File: src/rtl/bufptr_pkg.sv
`timescale 1ns/1ps
package bufptr_pkg;
    localparam logic [2:0] REG_CTRL = 3'h4;
    localparam logic [2:0] REG_OFFS = 3'h5;
    localparam logic [2:0] REG_DATA = 3'h7;
    localparam int CB_DIR = 7;
    localparam int CB_INC = 6;
    localparam int CB_NXT = 5;
endpackage

File: src/rtl/bufptr_step.sv
`timescale 1ns/1ps
module bufptr_step #(
    parameter int OFF_W = 8,
    parameter int PG_W  = 3
) (
    input  logic [OFF_W-1:0] off_i,
    input  logic [PG_W-1:0]  page_i,
    input  logic             wide_i,
    input  logic             next_pg_i,
    output logic [OFF_W-1:0] off_o,
    output logic [PG_W-1:0]  page_o,
    output logic             carry_o
);
    logic [OFF_W:0] inc;
    logic [OFF_W:0] sum;

    always_comb begin
        inc     = wide_i ? (OFF_W+1)'(2) : (OFF_W+1)'(1);
        sum     = {1'b0, off_i} + inc;
        carry_o = sum[OFF_W];
        if (carry_o) begin
            off_o  = '0;
            page_o = next_pg_i ? page_i + PG_W'(1) : page_i;
        end else begin
            off_o  = sum[OFF_W-1:0];
            page_o = page_i;
        end
    end
endmodule

File: src/rtl/bufptr_fetch.sv
`timescale 1ns/1ps
module bufptr_fetch #(
    parameter int DW = 16
) (
    input  logic          clk,
    input  logic          rst_n,
    input  logic          start_i,
    input  logic [DW-1:0] ram_rdata_i,
    output logic          ram_rd_o,
    output logic [DW-1:0] data_o
);
    typedef struct packed {
        logic          pend;
        logic          land;
        logic [DW-1:0] data;
    } fst_t;

    fst_t f_d, f_q;

    always_comb begin
        f_d      = f_q;
        f_d.pend = start_i;
        f_d.land = f_q.pend;
        if (f_q.land) f_d.data = ram_rdata_i;
    end

    always_ff @(posedge clk) begin
        if (!rst_n) f_q <= '0;
        else        f_q <= f_d;
    end

    assign ram_rd_o = f_q.pend;
    assign data_o   = f_q.data;

    // captured word arrives exactly one cycle after the RAM strobe
    assert_capture_after_rd_R11: assert property (@(posedge clk) disable iff (!rst_n)
        ram_rd_o |=> f_q.land);
endmodule

File: src/rtl/bufptr_port.sv
`timescale 1ns/1ps
module bufptr_port
    import bufptr_pkg::*;
#(
    parameter int RAM_BYTES  = 2048,
    parameter int PAGE_BYTES = 256,
    parameter int BUS16      = 0,
    parameter int HOST_W     = 16,
    localparam int OFF_W  = $clog2(PAGE_BYTES),
    localparam int NPAGES = RAM_BYTES / PAGE_BYTES,
    localparam int PG_W   = $clog2(NPAGES),
    localparam int RA_W   = OFF_W + PG_W
) (
    input  logic              clk,
    input  logic              rst_n,
    input  logic              cfg_word_mode,
    input  logic [2:0]        host_addr,
    input  logic              host_wr,
    input  logic              host_rd,
    input  logic [HOST_W-1:0] host_wdata,
    output logic [HOST_W-1:0] host_rdata,
    output logic [RA_W-1:0]   ram_addr,
    output logic              ram_wr,
    output logic              ram_rd,
    output logic [HOST_W-1:0] ram_wdata,
    input  logic [HOST_W-1:0] ram_rdata
);
    typedef struct packed {
        logic             rd_mode;
        logic             auto_inc;
        logic             next_pg;
        logic [PG_W-1:0]  stage;
        logic [PG_W-1:0]  page;
        logic [OFF_W-1:0] off;
    } pst_t;

    pst_t s_d, s_q;

    logic             ctrl_wr, offs_wr, data_acc, wide, fetch_go;
    logic [OFF_W-1:0] step_off;
    logic [PG_W-1:0]  step_page;
    logic             step_carry;
    logic [HOST_W-1:0] fetched;

    assign ctrl_wr  = host_wr && (host_addr == REG_CTRL);
    assign offs_wr  = host_wr && (host_addr == REG_OFFS);
    assign data_acc = (host_wr || host_rd) && (host_addr == REG_DATA);
    assign wide     = (BUS16 != 0) || cfg_word_mode;

    bufptr_step #(.OFF_W(OFF_W), .PG_W(PG_W)) u_step (
        .off_i     (s_q.off),
        .page_i    (s_q.page),
        .wide_i    (wide),
        .next_pg_i (s_q.next_pg),
        .off_o     (step_off),
        .page_o    (step_page),
        .carry_o   (step_carry)
    );

    always_comb begin
        s_d      = s_q;
        fetch_go = 1'b0;
        if (ctrl_wr) begin
            s_d.rd_mode  = host_wdata[CB_DIR];
            s_d.auto_inc = host_wdata[CB_INC];
            s_d.next_pg  = host_wdata[CB_NXT];
            s_d.stage    = host_wdata[PG_W-1:0];
        end
        if (offs_wr) begin
            s_d.off  = host_wdata[OFF_W-1:0];
            s_d.page = s_q.stage;
            fetch_go = s_q.rd_mode;
        end
        if (data_acc && s_q.auto_inc) begin
            s_d.off  = step_off;
            s_d.page = step_page;
            fetch_go = s_q.rd_mode;
        end
    end

    always_ff @(posedge clk) begin
        if (!rst_n) s_q <= '0;
        else        s_q <= s_d;
    end

    bufptr_fetch #(.DW(HOST_W)) u_fetch (
        .clk         (clk),
        .rst_n       (rst_n),
        .start_i     (fetch_go),
        .ram_rdata_i (ram_rdata),
        .ram_rd_o    (ram_rd),
        .data_o      (fetched)
    );

    assign ram_addr  = {s_q.page, s_q.off};
    assign ram_wr    = data_acc && host_wr && !s_q.rd_mode;
    assign ram_wdata = host_wdata;

    always_comb begin
        host_rdata = '0;
        case (host_addr)
            REG_CTRL: begin
                host_rdata[CB_DIR]     = s_q.rd_mode;
                host_rdata[CB_INC]     = s_q.auto_inc;
                host_rdata[CB_NXT]     = s_q.next_pg;
                host_rdata[PG_W-1:0]   = s_q.page;
            end
            REG_OFFS: host_rdata[OFF_W-1:0] = s_q.off;
            REG_DATA: host_rdata = fetched;
            default:  host_rdata = '0;
        endcase
    end

    // Input assumption: one strobe per cycle
    assert_one_strobe: assert property (@(posedge clk) disable iff (!rst_n)
        !(host_wr && host_rd));

    // a control write alone leaves the committed page alone
    assert_page_staged_R3: assert property (@(posedge clk) disable iff (!rst_n)
        ctrl_wr |=> $stable(s_q.page));

    // no stepping when auto-step is off
    assert_noinc_hold_R7: assert property (@(posedge clk) disable iff (!rst_n)
        (data_acc && !s_q.auto_inc) |=> $stable(ram_addr));

    // an auto-step always moves the pointer
    assert_step_moves_R5: assert property (@(posedge clk) disable iff (!rst_n)
        (data_acc && s_q.auto_inc) |=> (ram_addr != $past(ram_addr)));

    // same-page carry mode never touches the page
    assert_same_page_R8: assert property (@(posedge clk) disable iff (!rst_n)
        (data_acc && s_q.auto_inc && !s_q.next_pg) |=> $stable(s_q.page));

    // non-data accesses other than an offset write keep the offset
    assert_other_regs_R12: assert property (@(posedge clk) disable iff (!rst_n)
        ((host_wr || host_rd) && (host_addr != REG_DATA) && !offs_wr) |=> $stable(s_q.off));

    // prefetch and buffer write never overlap
    assert_rd_wr_excl_R10: assert property (@(posedge clk) disable iff (!rst_n)
        $onehot0({ram_rd, ram_wr}));
endmodule

File: config.mk
export PLATFORM = sky130hd
export DESIGN_NAME = bufptr_port
export DESIGN_NICKNAME = d
export VERILOG_FILES = /design/src/rtl/bufptr_pkg.sv /design/src/rtl/bufptr_step.sv /design/src/rtl/bufptr_fetch.sv /design/src/rtl/bufptr_port.sv
export SDC_FILE = /design/constraint.sdc
export NUM_CORES = 1
export LEC_CHECK = 0
export ABC_AREA = 1
export ABC_CLOCK_PERIOD_IN_PS = 1650
export BUFFER_PORTS_ARGS = -buffer_cell sky130_fd_sc_hd__buf_2
export CORE_MARGIN = 3
export CORE_UTILIZATION = 25
export CTS_CLUSTER_DIAMETER = 100
export DETAILED_ROUTE_END_ITERATION = 16
export SETUP_SLACK_MARGIN = 0.2
export SYNTH_ARGS = -nofsm -noshare
export SYNTH_HDL_FRONTEND = slang
export SYNTH_HIERARCHICAL = 1
export SYNTH_SLANG_ARGS = --single-unit
File: constraint.sdc
create_clock -name clk -period 1.65 [get_ports clk]
set_input_delay 0.165 -clock clk [delete_from_list [all_inputs] [get_ports clk]]
set_output_delay 0.165 -clock clk [all_outputs]
set_load 0.01 [all_outputs]
==> run summary <==
The detailed-placement wirelength estimate came out at 4840 um. The via count of the first global-routing pass is 2228. The final hold violation count came to 0. The H-tree was split into 2 levels.

The pin count of the biggest net entering global routing is 24. The final period demand of the worst path is 1670 ps. After floorplanning, the core was sized to cover 0.00982 mm^2. The synthesized-area fraction occupied by ao, oa, aoi and oai cells came out at 9.72%.

Counting every net in the synthesized netlist gives 430. The initial detailed-routing violation count came out at 94. The count of TritonRoute iterations in the first routing pass is 6. STA puts the critical path data required time at 1800 ps. The average wire per cell in the routed design came out at 11.3 um.

The setup path with the least slack is of type flop to flop. The root buffer cell chosen for the clock tree is clkbuf_8. The clock sink total came out at 35.

For this run, the total global-route usage over all layers was measured as 11.4%. The total of max-cap violations is 0. The final layout contains 463 nets.

The final clock period utilization by the worst path is 101%. Walking the worst path, the cells encountered are ha_4, fa_2, nand2_2, inv_2, nand2_4, xor2_1, inv_1, nand3b_1, nand2_1, a21oi_1. The number of buffers on the longest clock path is 2. The synthesized netlist devotes 33.5% of its cell area to simple gates. For the final database, setup skew stands at 12.1 ps. The die width is 107 um. The number of placement rows is 36. Dividing the detail-routed via count by the number of cells gives 4.14. The count of flip-flops with a built-in enable after synthesis came out at 0.

The die span in y came out at 107 um. The worst slew slack as a fraction of its limit is 70.5%. Multiplexer cells account for 0% of the synthesized area.

The routability congestion estimate from global placement came out at 0.815. In the synthesized netlist the dominant register cell turns out to be dfxtp_1. The CTS clock-pin slew for the worst setup and hold paths came out at 80 ps. Synthesis inferred 35 register bits. The most frequent cell after synthesis is nand2_1. The count of pins over their slew limit is 0. The dominant combinational cell family by area after synthesis is simple AND/OR/NAND/NOR gates.

The fraction of post-synthesis cell area in the top cell type by area is 27.6%. The later-pin clock latency in the skew report is 290 ps. Summed over all layers, the routed wires come to 6260 um. The share of flip-flops with an asynchronous set or reset is 0%. The first global-routing pass estimated 10600 um of wire. The data arrival time of the critical path came out at 1820 ps. Dividing total power by cell area gives a power density of 605 mW/mm^2. The maximum fanout count along the critical path came out at 2. The total standard cell area after synthesis came out at 0.00253 mm^2.

The count of input and output buffers is 68. The final reports fail on setup timing. The worst hold-check slack is 152 ps. Setup repair after global routing could not meet its margin everywhere.

The path class of the tightest hold or removal check is input pin to flop. IR analysis of the VDD net gives a maximum drop of 0.278 mV. The delay of the slowest cell on the worst path came out at 350 ps. For this run, design rule violations remaining after detail routing come to 0. The commonest cells after synthesis are nand2_1, inv_1, nor2_1.

The cell count after synthesis is 386. Global routing finished with a remaining overflow of 0. The total clock buffers created by CTS is 5. The sequential element share of the synthesized area came out at 27.6%. Setup violations remaining at the end of the flow were counted as 1. The final antenna diode count came out at 0. The I/O pin count is 85. STA classifies the critical path endpoint as a flop. The count of warnings emitted by yosys is 6.

By area the synthesized netlist is led by dfxtp_1, nand2_1, buf_4. The static leakage came out at 1.41 nW. The antenna violation net count after detailed routing is 0. Of the cells placed in the final design, the portion with a size suffix greater than 1 is 28.1%. The worst setup path is launched from a flop. The biggest area contributor in the post-synthesis netlist is dfxtp_1. The run finished, with violations left.

Summing the areas of all fa, ha and maj instances in the mapped netlist gives 2.27% of the synthesized area. Once the floorplan was initialized, standard cells occupied 25.8% of the core. For this block, the via count after detailed routing is 2292.

The xor/xnor cell area share of the yosys netlist is 0.691%. Counting distinct cell types in the post-synthesis netlist gives 31. The synthesis-to-finish area growth is 11.5%. TritonCTS built the clock tree. The full die area came out at 0.0114 mm^2. The initial antenna violation count came out at 0. The synthesized area per cell is 6.57 um^2. Overall power consumption after layout is estimated at 1.71 mW. The timing-limited maximum frequency came out at 598 MHz. The worst-case setup margin in the final layout is -23.0 ps.

For this design, the slowest cell found on the critical path is fa_2. At the pin with the least slew margin, the transition time is 442 ps.
[kinds of logic after synthesis]
kind of cell,count (synthesis)
simple gates,189
buf+inv,116
compound gates,40
flops,35
fa+ha+maj,4
xor+xnor,2
[per-layer routing]
metal	wire length, um	up-vias	global-route usage [%]
li1	-	1202	-
met1	2840	1020	14.4
met2	2910	65	19.4
met3	466	5	3.13
met4	38	0	2.56
met5	0	-	0
[per-stage QoR]
| step | setup WS [ps] | std cells | setup TNS [ps] | instance area, um^2 | utilization [%] |
|---|---|---|---|---|---|
| after detailed placement | -44.6 | 544 | -44.6 | 2720 | 27.7 |
| after floorplan | 72.9 | 386 | 0 | 2550 | - |
| after global placement | -4.55 | 544 | -4.55 | 2720 | 27.7 |
| after global routing | -115 | 553 | -834 | 2830 | 28.8 |
| final | -23.0 | 553 | -23.0 | 2830 | 28.8 |
| after CTS | -20.1 | 553 | -20.1 | 2820 | 28.7 |
[sequential cells by signal (all words and copies together) (netlist names)]
signal,flops
ram_addr,11
u_fetch/f_q,1
u_fetch/ram_rd_o,1
s_q,6
u_fetch/data_o,16
[critical path: cells and delay by family, from the launching register on]
| kind | cells | cell delay, ps |
|---|---|---|
| simple gates | 4 | 380 |
| fa+ha+maj | 2 | 510 |
| xor+xnor | 1 | 130 |
| buf+inv | 2 | 110 |
| flops | 1 | 340 |
| compound gates | 1 | 60 |
[cell usage in the layout (no fill, tap or decap), types with 3 or more instances in the layout]
| cell | netlist | layout |
|---|---|---|
| a21oi_1 | 18 | 17 |
| buf_2 | 4 | 68 |
| buf_4 | 45 | 15 |
| clkbuf_8 | 0 | 5 |
| dfxtp_1 | 35 | 33 |
| inv_1 | 57 | 57 |
| nand2_1 | 95 | 95 |
| nand3_1 | 22 | 22 |
| nand3b_1 | 12 | 12 |
| nor2_1 | 48 | 47 |
| nor2_2 | 2 | 3 |
| o21ai_0 | 4 | 4 |
| o21ai_1 | 5 | 5 |
| o21ai_2 | 8 | 8 |
[power by group]
group	leakage (nW)	internal [mW]	switching [mW]	total (mW)
combinational	1.08	0.0892	0.128	0.218
sequential	0.284	0.856	0.0114	0.867
clock	0.0412	0.296	0.329	0.625
[path summary, 6_finish.rpt]
path                    startpoint  cells past startpoint         endpoint  slack (ps)
hold reg to reg   u_fetch/ram_rd_o                      2  u_fetch/f_q[16]         430
setup / recovery       ram_addr[0]                     10      ram_addr[4]         -20
setup reg to reg       ram_addr[0]                     10      ram_addr[4]         -20
hold / removal               rst_n                      3          s_q[12]         150
[area by class of cell]
type                       count  area [um^2]
tap                          133          166
fill                        1135         6990
inverter                      59          224
clock buffer                   6         72.6
multi-input combinational    235         1200
sequential                    35          703
timing repair buffer          83          453
clock inverter                 2         12.5
[timing repair]
| item | CTS | global route |
|---|---|---|
| setup buffers | 1 | 0 |
| endpoints found under the hold margin | 0 | 0 |
| hold buffers | 0 | 0 |
| pin swaps | 3 | 2 |
| endpoints found under the setup margin | 11 | 11 |
| cloned | 0 | 0 |
| gates resized for setup | 2 | 2 |
Note: power is estimated with default switching activity, not from simulation.
